<file path="config.mk">
export PLATFORM = sky130hd
export DESIGN_NAME = vcfg_len_ctrl
export DESIGN_NICKNAME = d
export VERILOG_FILES = /design/src/rtl/vcl_pkg.sv /design/src/rtl/vcl_decode.sv /design/src/rtl/vcl_step_accum.sv /design/src/rtl/vcl_len_calc.sv /design/src/rtl/vcfg_len_ctrl.sv
export SDC_FILE = /design/constraint.sdc
export NUM_CORES = 1
export LEC_CHECK = 0
export CORE_MARGIN = 1.5
export CORE_UTILIZATION = 45
export DETAILED_ROUTE_END_ITERATION = 16
export GPL_TIMING_DRIVEN = 0
export PLACE_DENSITY = 0.75
export SYNTH_ARGS = -nofsm -noshare
export SYNTH_HDL_FRONTEND = slang
export SYNTH_SLANG_ARGS = --single-unit
</file>
<file path="constraint.sdc">
create_clock -name clk -period 3.5 [get_ports clk]
set_clock_uncertainty 0.1 [all_clocks]
set_input_delay 0.525 -clock clk [delete_from_list [all_inputs] [get_ports clk]]
set_output_delay 0.525 -clock clk [all_outputs]
set_load 0.02 [all_outputs]
</file>
<file path="src/rtl/vcl_pkg.sv">
// Shared types for the vector configuration and length controller.
// Assumes the decoder upstream supplies an operation kind and raw indices.
package vcl_pkg;

    typedef enum logic [1:0] {
        ST_OFF  = 2'b00,
        ST_IDLE = 2'b01,
        ST_PEND = 2'b10,
        ST_CONF = 2'b11
    } vcl_state_e;

    typedef enum logic [3:0] {
        CMD_NONE,
        CMD_VEC,
        CMD_STEP,
        CMD_SETVL,
        CMD_GETVL,
        CMD_CLRMOD,
        CMD_UNCFG,
        CMD_RESET,
        CMD_SYNC,
        CMD_RSVD
    } vcl_cmd_e;

    localparam logic [1:0] KIND_STEP  = 2'b01;
    localparam logic [1:0] KIND_SETVL = 2'b10;

    localparam logic [4:0] CODE_CLRMOD   = 5'd0;
    localparam logic [4:0] CODE_UNCFG    = 5'd1;
    localparam logic [4:0] CODE_RESET    = 5'd2;
    localparam logic [4:0] CODE_SYNC_LO  = 5'd3;
    localparam logic [4:0] CODE_SYNC_HI  = 5'd6;

endpackage

</file>
<file path="src/rtl/vcl_decode.sv">
// Operation classifier: turns kind plus register indices into one command.
// Purely combinational; assumes indices are valid whenever op_valid is high.
module vcl_decode
    import vcl_pkg::*;
(
    input  logic       op_valid,
    input  logic [1:0] op_kind,
    input  logic [4:0] rd_idx,
    input  logic [4:0] rs1_idx,
    output vcl_cmd_e   cmd
);

    // Classify the incoming operation.
    always_comb begin
        cmd = CMD_NONE;
        if (op_valid) begin
            if (op_kind == KIND_STEP) begin
                cmd = CMD_STEP;
            end else if (op_kind == KIND_SETVL) begin
                if (rd_idx != 5'd0) begin
                    cmd = (rs1_idx == 5'd0) ? CMD_GETVL : CMD_SETVL;
                end else if (rs1_idx == CODE_CLRMOD) begin
                    cmd = CMD_CLRMOD;
                end else if (rs1_idx == CODE_UNCFG) begin
                    cmd = CMD_UNCFG;
                end else if (rs1_idx == CODE_RESET) begin
                    cmd = CMD_RESET;
                end else if (rs1_idx >= CODE_SYNC_LO && rs1_idx <= CODE_SYNC_HI) begin
                    cmd = CMD_SYNC;
                end else begin
                    cmd = CMD_RSVD;
                end
            end else begin
                cmd = CMD_VEC;
            end
        end
    end

endmodule

</file>
<file path="src/rtl/vcl_step_accum.sv">
// Configuration step accumulator: sums requested register counts (saturating)
// and remembers the widest element width seen. Assumes add and clear are
// never both high; clear wins if they are.
module vcl_step_accum #(
    parameter int LG_MIN = 3,
    parameter int LG_MAX = 6,
    parameter int CNT_W  = 6,
    parameter int TOT_W  = 8
) (
    input  logic             clk,
    input  logic             rst_n,
    input  logic             clear,
    input  logic             add,
    input  logic [4:0]       lg_in,
    input  logic [CNT_W-1:0] cnt_in,
    output logic             lg_ok,
    output logic [TOT_W-1:0] total,
    output logic [4:0]       widest
);

    localparam logic [TOT_W:0] SAT = {1'b0, {TOT_W{1'b1}}};

    logic [TOT_W:0] sum;

    // Legal width range check for the incoming step.
    always_comb begin
        lg_ok = (lg_in >= 5'(LG_MIN)) && (lg_in <= 5'(LG_MAX));
        sum   = {1'b0, total} + (TOT_W+1)'(cnt_in);
    end

    // Running total and widest width registers.
    always_ff @(posedge clk) begin
        if (!rst_n || clear) begin
            total  <= '0;
            widest <= 5'(LG_MIN);
        end else if (add) begin
            total <= (sum > SAT) ? SAT[TOT_W-1:0] : sum[TOT_W-1:0];
            if (lg_in > widest) begin
                widest <= lg_in;
            end
        end
    end

endmodule

</file>
<file path="src/rtl/vcl_len_calc.sv">
// Granted-length calculator: maximum elements per register for the widest
// width, and the minimum of that and the requested length. Combinational.
module vcl_len_calc #(
    parameter int XLEN      = 32,
    parameter int VREG_BITS = 512
) (
    input  logic [4:0]      widest,
    input  logic [XLEN-1:0] req,
    output logic [XLEN-1:0] maxvl,
    output logic [XLEN-1:0] granted
);

    // Shift the register size by the width log and clamp the request.
    always_comb begin
        maxvl   = XLEN'(VREG_BITS) >> widest;
        granted = (req < maxvl) ? req : maxvl;
    end

endmodule

</file>
<file path="src/rtl/vcfg_len_ctrl.sv">
// Vector configuration and length controller (top).
// Tracks off / idle / pending / configured, accepts configuration steps,
// validates them at the next length-set, grants lengths and executes the
// zero-operand control codes. All outputs are registered, one clock after
// the operation is sampled. Assumes one operation per cycle at most.
module vcfg_len_ctrl
    import vcl_pkg::*;
#(
    parameter int XLEN      = 32,
    parameter int VREG_BITS = 512,
    parameter int NREGS     = 32,
    parameter int LG_MIN    = 3,
    parameter int LG_MAX    = 6
) (
    input  logic            clk,
    input  logic            rst_n,
    input  logic            op_valid,
    input  logic [1:0]      op_kind,
    input  logic [4:0]      rd_idx,
    input  logic [4:0]      rs1_idx,
    input  logic [XLEN-1:0] rs1_val,
    output logic            wr_en,
    output logic [XLEN-1:0] wr_data,
    output logic            exc,
    output logic            clr_regs,
    output logic            mods_clr,
    output logic [XLEN-1:0] vl,
    output logic [1:0]      state
);

    localparam int CNT_W = $clog2(NREGS) + 1;
    localparam int TOT_W = $clog2(NREGS) + 3;

    vcl_state_e       st_q;
    vcl_cmd_e         cmd;
    logic [CNT_W-1:0] step_cnt;
    logic             lg_ok;
    logic [TOT_W-1:0] total;
    logic [4:0]       widest;
    logic [XLEN-1:0]  maxvl;
    logic [XLEN-1:0]  granted;
    logic             budget_ok;
    logic             step_take;
    logic             acc_clear;

    vcl_decode u_dec (
        .op_valid (op_valid),
        .op_kind  (op_kind),
        .rd_idx   (rd_idx),
        .rs1_idx  (rs1_idx),
        .cmd      (cmd)
    );

    // Step count with the zero-means-full-file rule, and accumulator controls.
    always_comb begin
        step_cnt  = (rs1_idx == 5'd0) ? CNT_W'(NREGS) : CNT_W'(rs1_idx);
        budget_ok = (total <= TOT_W'(NREGS));
        step_take = (cmd == CMD_STEP) && (st_q != ST_CONF) && lg_ok;
        acc_clear = (cmd == CMD_UNCFG) || (cmd == CMD_RESET) ||
                    (((cmd == CMD_SETVL) || (cmd == CMD_GETVL)) &&
                     (st_q == ST_PEND) && !budget_ok);
    end

    vcl_step_accum #(
        .LG_MIN (LG_MIN),
        .LG_MAX (LG_MAX),
        .CNT_W  (CNT_W),
        .TOT_W  (TOT_W)
    ) u_acc (
        .clk    (clk),
        .rst_n  (rst_n),
        .clear  (acc_clear),
        .add    (step_take),
        .lg_in  (rd_idx),
        .cnt_in (step_cnt),
        .lg_ok  (lg_ok),
        .total  (total),
        .widest (widest)
    );

    vcl_len_calc #(
        .XLEN      (XLEN),
        .VREG_BITS (VREG_BITS)
    ) u_len (
        .widest  (widest),
        .req     (rs1_val),
        .maxvl   (maxvl),
        .granted (granted)
    );

    // State machine, length register and registered result pulses.
    always_ff @(posedge clk) begin
        if (!rst_n) begin
            st_q     <= ST_OFF;
            vl       <= '0;
            wr_en    <= 1'b0;
            wr_data  <= '0;
            exc      <= 1'b0;
            clr_regs <= 1'b0;
            mods_clr <= 1'b0;
        end else begin
            wr_en    <= 1'b0;
            exc      <= 1'b0;
            clr_regs <= 1'b0;
            mods_clr <= 1'b0;
            unique case (cmd)
                CMD_NONE: ;
                CMD_VEC: begin
                    if (st_q != ST_CONF) exc <= 1'b1;
                end
                CMD_STEP: begin
                    if (step_take) st_q <= ST_PEND;
                    else           exc  <= 1'b1;
                end
                CMD_SETVL, CMD_GETVL: begin
                    if (st_q == ST_CONF || (st_q == ST_PEND && budget_ok)) begin
                        st_q     <= ST_CONF;
                        wr_en    <= 1'b1;
                        mods_clr <= 1'b1;
                        if (st_q == ST_PEND) clr_regs <= 1'b1;
                        if (cmd == CMD_SETVL) begin
                            vl      <= granted;
                            wr_data <= granted;
                        end else if (st_q == ST_PEND) begin
                            vl      <= '0;
                            wr_data <= '0;
                        end else begin
                            wr_data <= vl;
                        end
                    end else begin
                        exc <= 1'b1;
                        if (st_q == ST_PEND) st_q <= ST_IDLE;
                    end
                end
                CMD_CLRMOD: begin
                    if (st_q == ST_CONF) mods_clr <= 1'b1;
                    else                 exc      <= 1'b1;
                end
                CMD_UNCFG: begin
                    st_q     <= ST_OFF;
                    vl       <= '0;
                    mods_clr <= 1'b1;
                end
                CMD_RESET: begin
                    st_q     <= ST_IDLE;
                    vl       <= '0;
                    mods_clr <= 1'b1;
                end
                CMD_SYNC: begin
                    mods_clr <= 1'b1;
                end
                default: begin
                    exc <= 1'b1;
                end
            endcase
        end
    end

    assign state = st_q;

endmodule

</file>
* Word level (Yosys, flattened, before mapping) *
Cells that the tools add are included.

cells by class
  reductions and logical operators = 29
  eq/ne operators = 18
  $add $sub $neg = 1
  shift operators = 1
  multiplexer cells = 29
  $lt $le $gt $ge = 8

operators with widths
  kind                   count
  $mux 32                4
  $pmux 32 s2            1
  $lt 32x32->1           1
  $shr 10x5->32 const A  1
  $mux 4                 7
  $eq 4x3->1 const B     4
  $ge 5x2->1 const B     2
  $le 5x3->1 const B     2
  $add 8x6->9            1
  $gt 9x8->1 const B     1
  $eq 4x2->1 const B     2
  $le 8x6->1 const B     1
  $mux 1                 8
  $mux 8                 1
  $pmux 2 s4             1
  $reduce_and 2->1       4
  $logic_and 1x1->1      7
  $eq 2x2->1 const B     3
  $mux 2                 3
  $mux 6                 1
  $ne 2x2->1 const B     3
  $reduce_and 3->1       2
  $eq 5x1->1 const B     1
  $eq 5x2->1 const B     1
  18 further kinds       24

word-level totals
  output and inout port bits = 70
  register bits after elaboration = 83
  logic and storage cells = 95
  input port bits = 47

* Longest topological paths before layout *
  depth after elaboration = 16
  mapped depth = 13
  gate-level depth less buffers = 11

* Modules after synthesis *
A second synthesis with hierarchy kept.

second synthesis, totals
  cells, all modules = 722
  area total of the unflattened synthesis = 5749.3 µm²

modules (own cells, without submodules)
  module          area an instance (µm²)  cells each  seq. area each (µm²)  instances
  vcfg_len_ctrl   3858.7                  482         1401.3                1
  vcl_step_accum  902.1                   107         260.2                 1
  vcl_len_calc    844.6                   112         0.0                   1
  vcl_decode      143.9                   21          0.0                   1

* Worst setup path after synthesis *
OpenSTA, ideal clock, no wires.

  kind = reg2reg
  start point = reg u_acc.widest[4]
  end point = reg wr_data[0]
  arrival = 2.625 ns
  stages on the path, launching flop included = 12
  setup time = 0.070 ns
  path slack = 0.706 ns
  period minus slack after synthesis = 2.794 ns
  path buffers = 0
  data required time = 3.330 ns
  path through = dfxtp_1 nor2_1 nand2_1 nor3_1 inv_1 ha_1 a211oi_1 nor2_1 or4b_4 a21oi_4 mux2_2 a21oi_1

on the way
  longest elaborated chain between the ends = 4

ends and longest elaborated chain
  item                    RTL line              RTL
  from (decl)             vcl_step_accum.sv:18  output logic [4:0] widest
  from (signal assigned)  vcl_step_accum.sv:35  widest <= 5'(LG_MIN);
  from (signal assigned)  vcl_step_accum.sv:39  widest <= lg_in;
  $shr 10x5->32 (*)       vcl_len_calc.sv:15    maxvl = XLEN'(VREG_BITS) >> widest;
  $lt 32x32->1            vcl_len_calc.sv:16    granted = (req < maxvl) ? req : maxvl;
  $mux 32 (*)             vcl_len_calc.sv:16
  $mux 32 (*)             vcfg_len_ctrl.sv:121  if (cmd == CMD_SETVL) begin
  to (signal assigned)    vcfg_len_ctrl.sv:123  wr_data <= granted;
  to (signal assigned)    vcfg_len_ctrl.sv:128  wr_data <= vl;
  to (decl)               vcfg_len_ctrl.sv:23   output logic [XLEN-1:0] wr_data,

Mark *: on every way between the ends. The rest lies on a longest branch, timed or not.
A chain may end at the register's enable or synchronous reset.

* Worst setup path in the final report *
  start point = reg u_acc.widest[3]
  end point = reg wr_data[0]

Same word-level chain as after synthesis.

==> impl_metrics.env <==
export IMPL_run_status="completed"
export IMPL_synth_area_leaders="dfxtp_1 39%, ha_1 5.8%, nand2_1 5.8%"
export IMPL_start_util_pct=46.5
export IMPL_min_to="wr_data[22]$_SDFFE_PN0P_"
export IMPL_routed_via_density=5.47
export IMPL_wl_met1_mm=5.41
export IMPL_cts_tree="done"
export IMPL_synth_top_area_share_pct=38.6
export IMPL_grt_usage_pct=24.3
export IMPL_grt_start_max_net_pins=16
export IMPL_coreArea_sq_um=9240
export IMPL_fp_dieW_um=101
export IMPL_die_y_um=101
export IMPL_n_fill_cell=818
export IMPL_setup_viol=0
export IMPL_stdcell_count=764
export IMPL_layout_nets=698
export IMPL_reg2reg_setup_slack_ns=0.25
export IMPL_grt_pass1_wl_mm=19.6
export IMPL_drtAntennaViolNets=0
export IMPL_clockBufferDepth=2
export IMPL_end_kind="register"
export IMPL_rsz0062_at_grt="no"
export IMPL_netlist_instances=504
export IMPL_routed_wl_met3_um=548
export IMPL_r2r_end="wr_data[0]$_SDFFE_PN0P_"
export IMPL_min_from="wr_data[22]$_SDFFE_PN0P_"
export IMPL_final_util_pct=62.9
export IMPL_first_iter_violations=218
export IMPL_powerDensity_nw_per_um2=314
export IMPL_start_kind="register"
export IMPL_routed_via_count=4177
export IMPL_holdPathStages=2
export IMPL_setup_tns_ns=0
export IMPL_worst_slew_pin_slew_ns=0.714
export IMPL_crit_type="reg2reg"
export IMPL_power_leakage_nw=2.19
export IMPL_cp_required_ns=3.69
export IMPL_synthFlopType="dfxtp_1"
export IMPL_top_layer_used="met4"
export IMPL_syn_nets=572
export IMPL_place_area_sq_um=5610
export IMPL_yosysWarnings=0
export IMPL_antenna_found_initial=0
export IMPL_cp_max_fo=10
export IMPL_min_period_over_period_pct=92.7
export IMPL_async_flop_share_pct=0
export IMPL_wl_per_cell_um=15.5
export IMPL_synth_area_sq_um=4300
export IMPL_ir_drop_mv=0.194
export IMPL_wl_met2_mm=5.61
export IMPL_ys_top_cells_by_count="83 x dfxtp_1, 66 x nand2_1, 28 x nand3_1"
export IMPL_synthToLayoutAreaGrowth_pct=35.3
export IMPL_first_pass_iters=4
export IMPL_regToRegStartpoint="u_acc.widest[3]$_SDFFE_PP0P_"
export IMPL_final_layout_size_suffix_gt1_share_pct=8.66
export IMPL_root_buffer="clkbuf_8"
export IMPL_synth_area_per_cell_sq_um=8.53
export IMPL_ios=117
export IMPL_cts_max_level=3
export IMPL_fmax_ghz=0.308
export IMPL_finalWeightedCongestion=0.855
export IMPL_clock_latency_ns=0.35
export IMPL_route_detailed_drc=0
export IMPL_clock_sinks=83
export IMPL_drv_slew=0
export IMPL_finalHoldViolCount=0
export IMPL_diodes=0
export IMPL_crit_path_start="u_acc.widest[3]$_SDFFE_PP0P_"
export IMPL_synth_distinct_cells=66
export IMPL_synth_edf_count=0
export IMPL_ys_seq_elements=83
export IMPL_place_detailed_hpwl_mm=9.15
export IMPL_grt_pass1_vias=4166
export IMPL_total_power_mw=1.82
export IMPL_hp_class="reg2reg"
export IMPL_core_rowCount=35
export IMPL_period_needed_ns=3.25
export IMPL_numCtsBuffers=9
export IMPL_yosysTopAreaCell="dfxtp_1"
export IMPL_r2r_cells=11
export IMPL_cp_arrival_ns=3.44
export IMPL_wl_mm=11.9
export IMPL_placed_cells=748
export IMPL_die_area_sq_um=10100
export IMPL_ys_seq_area_share_pct=38.6
export IMPL_grt_ovfl_total=0
export IMPL_port_buffers=115
export IMPL_holdBufCountCts=0
export IMPL_yosysMostFrequentCell="dfxtp_1"
export IMPL_max_slew_margin_pct=51.8
export IMPL_final_area_sq_um=5820
export IMPL_clk_pin_slew_ns=0.09
export IMPL_maxCapViolCount=0
state kept, by name (all words and copies together), names as in the netlist:
signal and count:
clr_regs 1, exc 1, mods_clr 1, state 2, u_acc.total 8, u_acc.widest 5
vl 32, wr_data 32, wr_en 1
critical path: stages, from the launching register on:
cell      delay (ns)
dfxtp_1         0.35
nor2_1          0.15
nand2_1         0.14
nor3_2          0.24
inv_1           0.07
ha_1            0.30
a211oi_1        0.27
nor2_1          0.13
or4b_4          0.52
a21oi_4         0.37
mux2_2          0.41
a21oi_1         0.13
final cells by class:
class / instances / area (sq um) / share of cell area (%)
sequential: 83 / 1660 / 28.6
tap: 129 / 161 / 2.78
inverter: 23 / 86.3 / 1.48
clock inverter: 6 / 71.3 / 1.23
timing repair buffer: 115 / 1150 / 19.8
clock buffer: 10 / 128 / 2.19
multi-input combinational: 367 / 2380 / 40.9
buffer: 31 / 179 / 3.08
kinds of logic (layout without fill, tap and decap cells):
logic type,count (synthesis),count (layout),share of synthesized area [%]
XOR/XNOR,3,3,0.611
buffers and inverters,54,185,6.17
flip-flops,83,83,38.6
multiplexers,13,13,3.06
AND/OR/NAND/NOR,203,203,24.0
adder cells (fa/ha/maj),21,21,6.29
AO/OA/AOI/OAI,127,127,21.3
power by group:
| part | internal [mW] | switching (mW) | leakage [nW] |
|---|---|---|---|
| Sequential | 0.946 | 0.00217 | 0.669 |
| Combinational | 0.0877 | 0.0837 | 1.43 |
| Clock | 0.338 | 0.367 | 0.0939 |
metal layers:
layer / GRT usage (%) / vias to the layer above
met3: 4.79 / 26
li1: - / 2052
met1: 29.9 / 1968
met4: 8.88 / 0
met5: 0 / -
met2: 41.8 / 131
timing repair:
| item | CTS | global route |
|---|---|---|
| endpoints found under the setup margin | 0 | 8 |
| gates resized for setup | 0 | 1 |
| setup buffers | 0 | 0 |
through the flow:
step | setup WS, ns | hold WS, ns
finish | 0.254 | 0.351
global route | 0.0404 | 0.383
CTS | 0.167 | 0.355
detailed placement | 0.188 | 0.343
global placement | 0.256 | 0.338
floorplan | 0.706 | 0.398
cell usage in the layout (no fill, tap or decap), types with 4 or more instances in the layout:
| cell type | n |
|---|---|
| a21boi_0 | 5 |
| buf_2 | 8 |
| a21boi_1 | 20 |
| and2_1 | 26 |
| clkbuf_1 | 17 |
| o22a_1 | 5 |
| nand3_1 | 28 |
| nand2b_1 | 5 |
| nand2_1 | 66 |
| nor4_1 | 8 |
| inv_1 | 23 |
| or3_1 | 5 |
| o221a_2 | 6 |
| o21ai_1 | 7 |
| clkbuf_8 | 10 |
| dfxtp_1 | 83 |
| ha_1 | 20 |
| o211ai_1 | 5 |
| nor3_1 | 18 |
| nor2_1 | 25 |
| mux2i_1 | 12 |
| o31ai_2 | 4 |
| o21ai_0 | 23 |
| o2111ai_1 | 4 |
| nor2b_1 | 5 |
| a21oi_1 | 21 |
| clkdlybuf4s50_1 | 115 |
worst max-delay path by stage:
stage                               to  slack (ns)  cells past startpoint
2_1_floorplan  wr_data[0]$_SDFFE_PN0P_        0.71                     11
3_3_place_gp   wr_data[0]$_SDFFE_PN0P_        0.26                      8
3_5_place_dp   wr_data[0]$_SDFFE_PN0P_        0.19                     11
4_1_cts        wr_data[0]$_SDFFE_PN0P_        0.17                     11
5_1_grt        wr_data[1]$_SDFFE_PN0P_        0.04                     11
6_report       wr_data[0]$_SDFFE_PN0P_        0.25                     11
(Power assumes the default switching activity.)
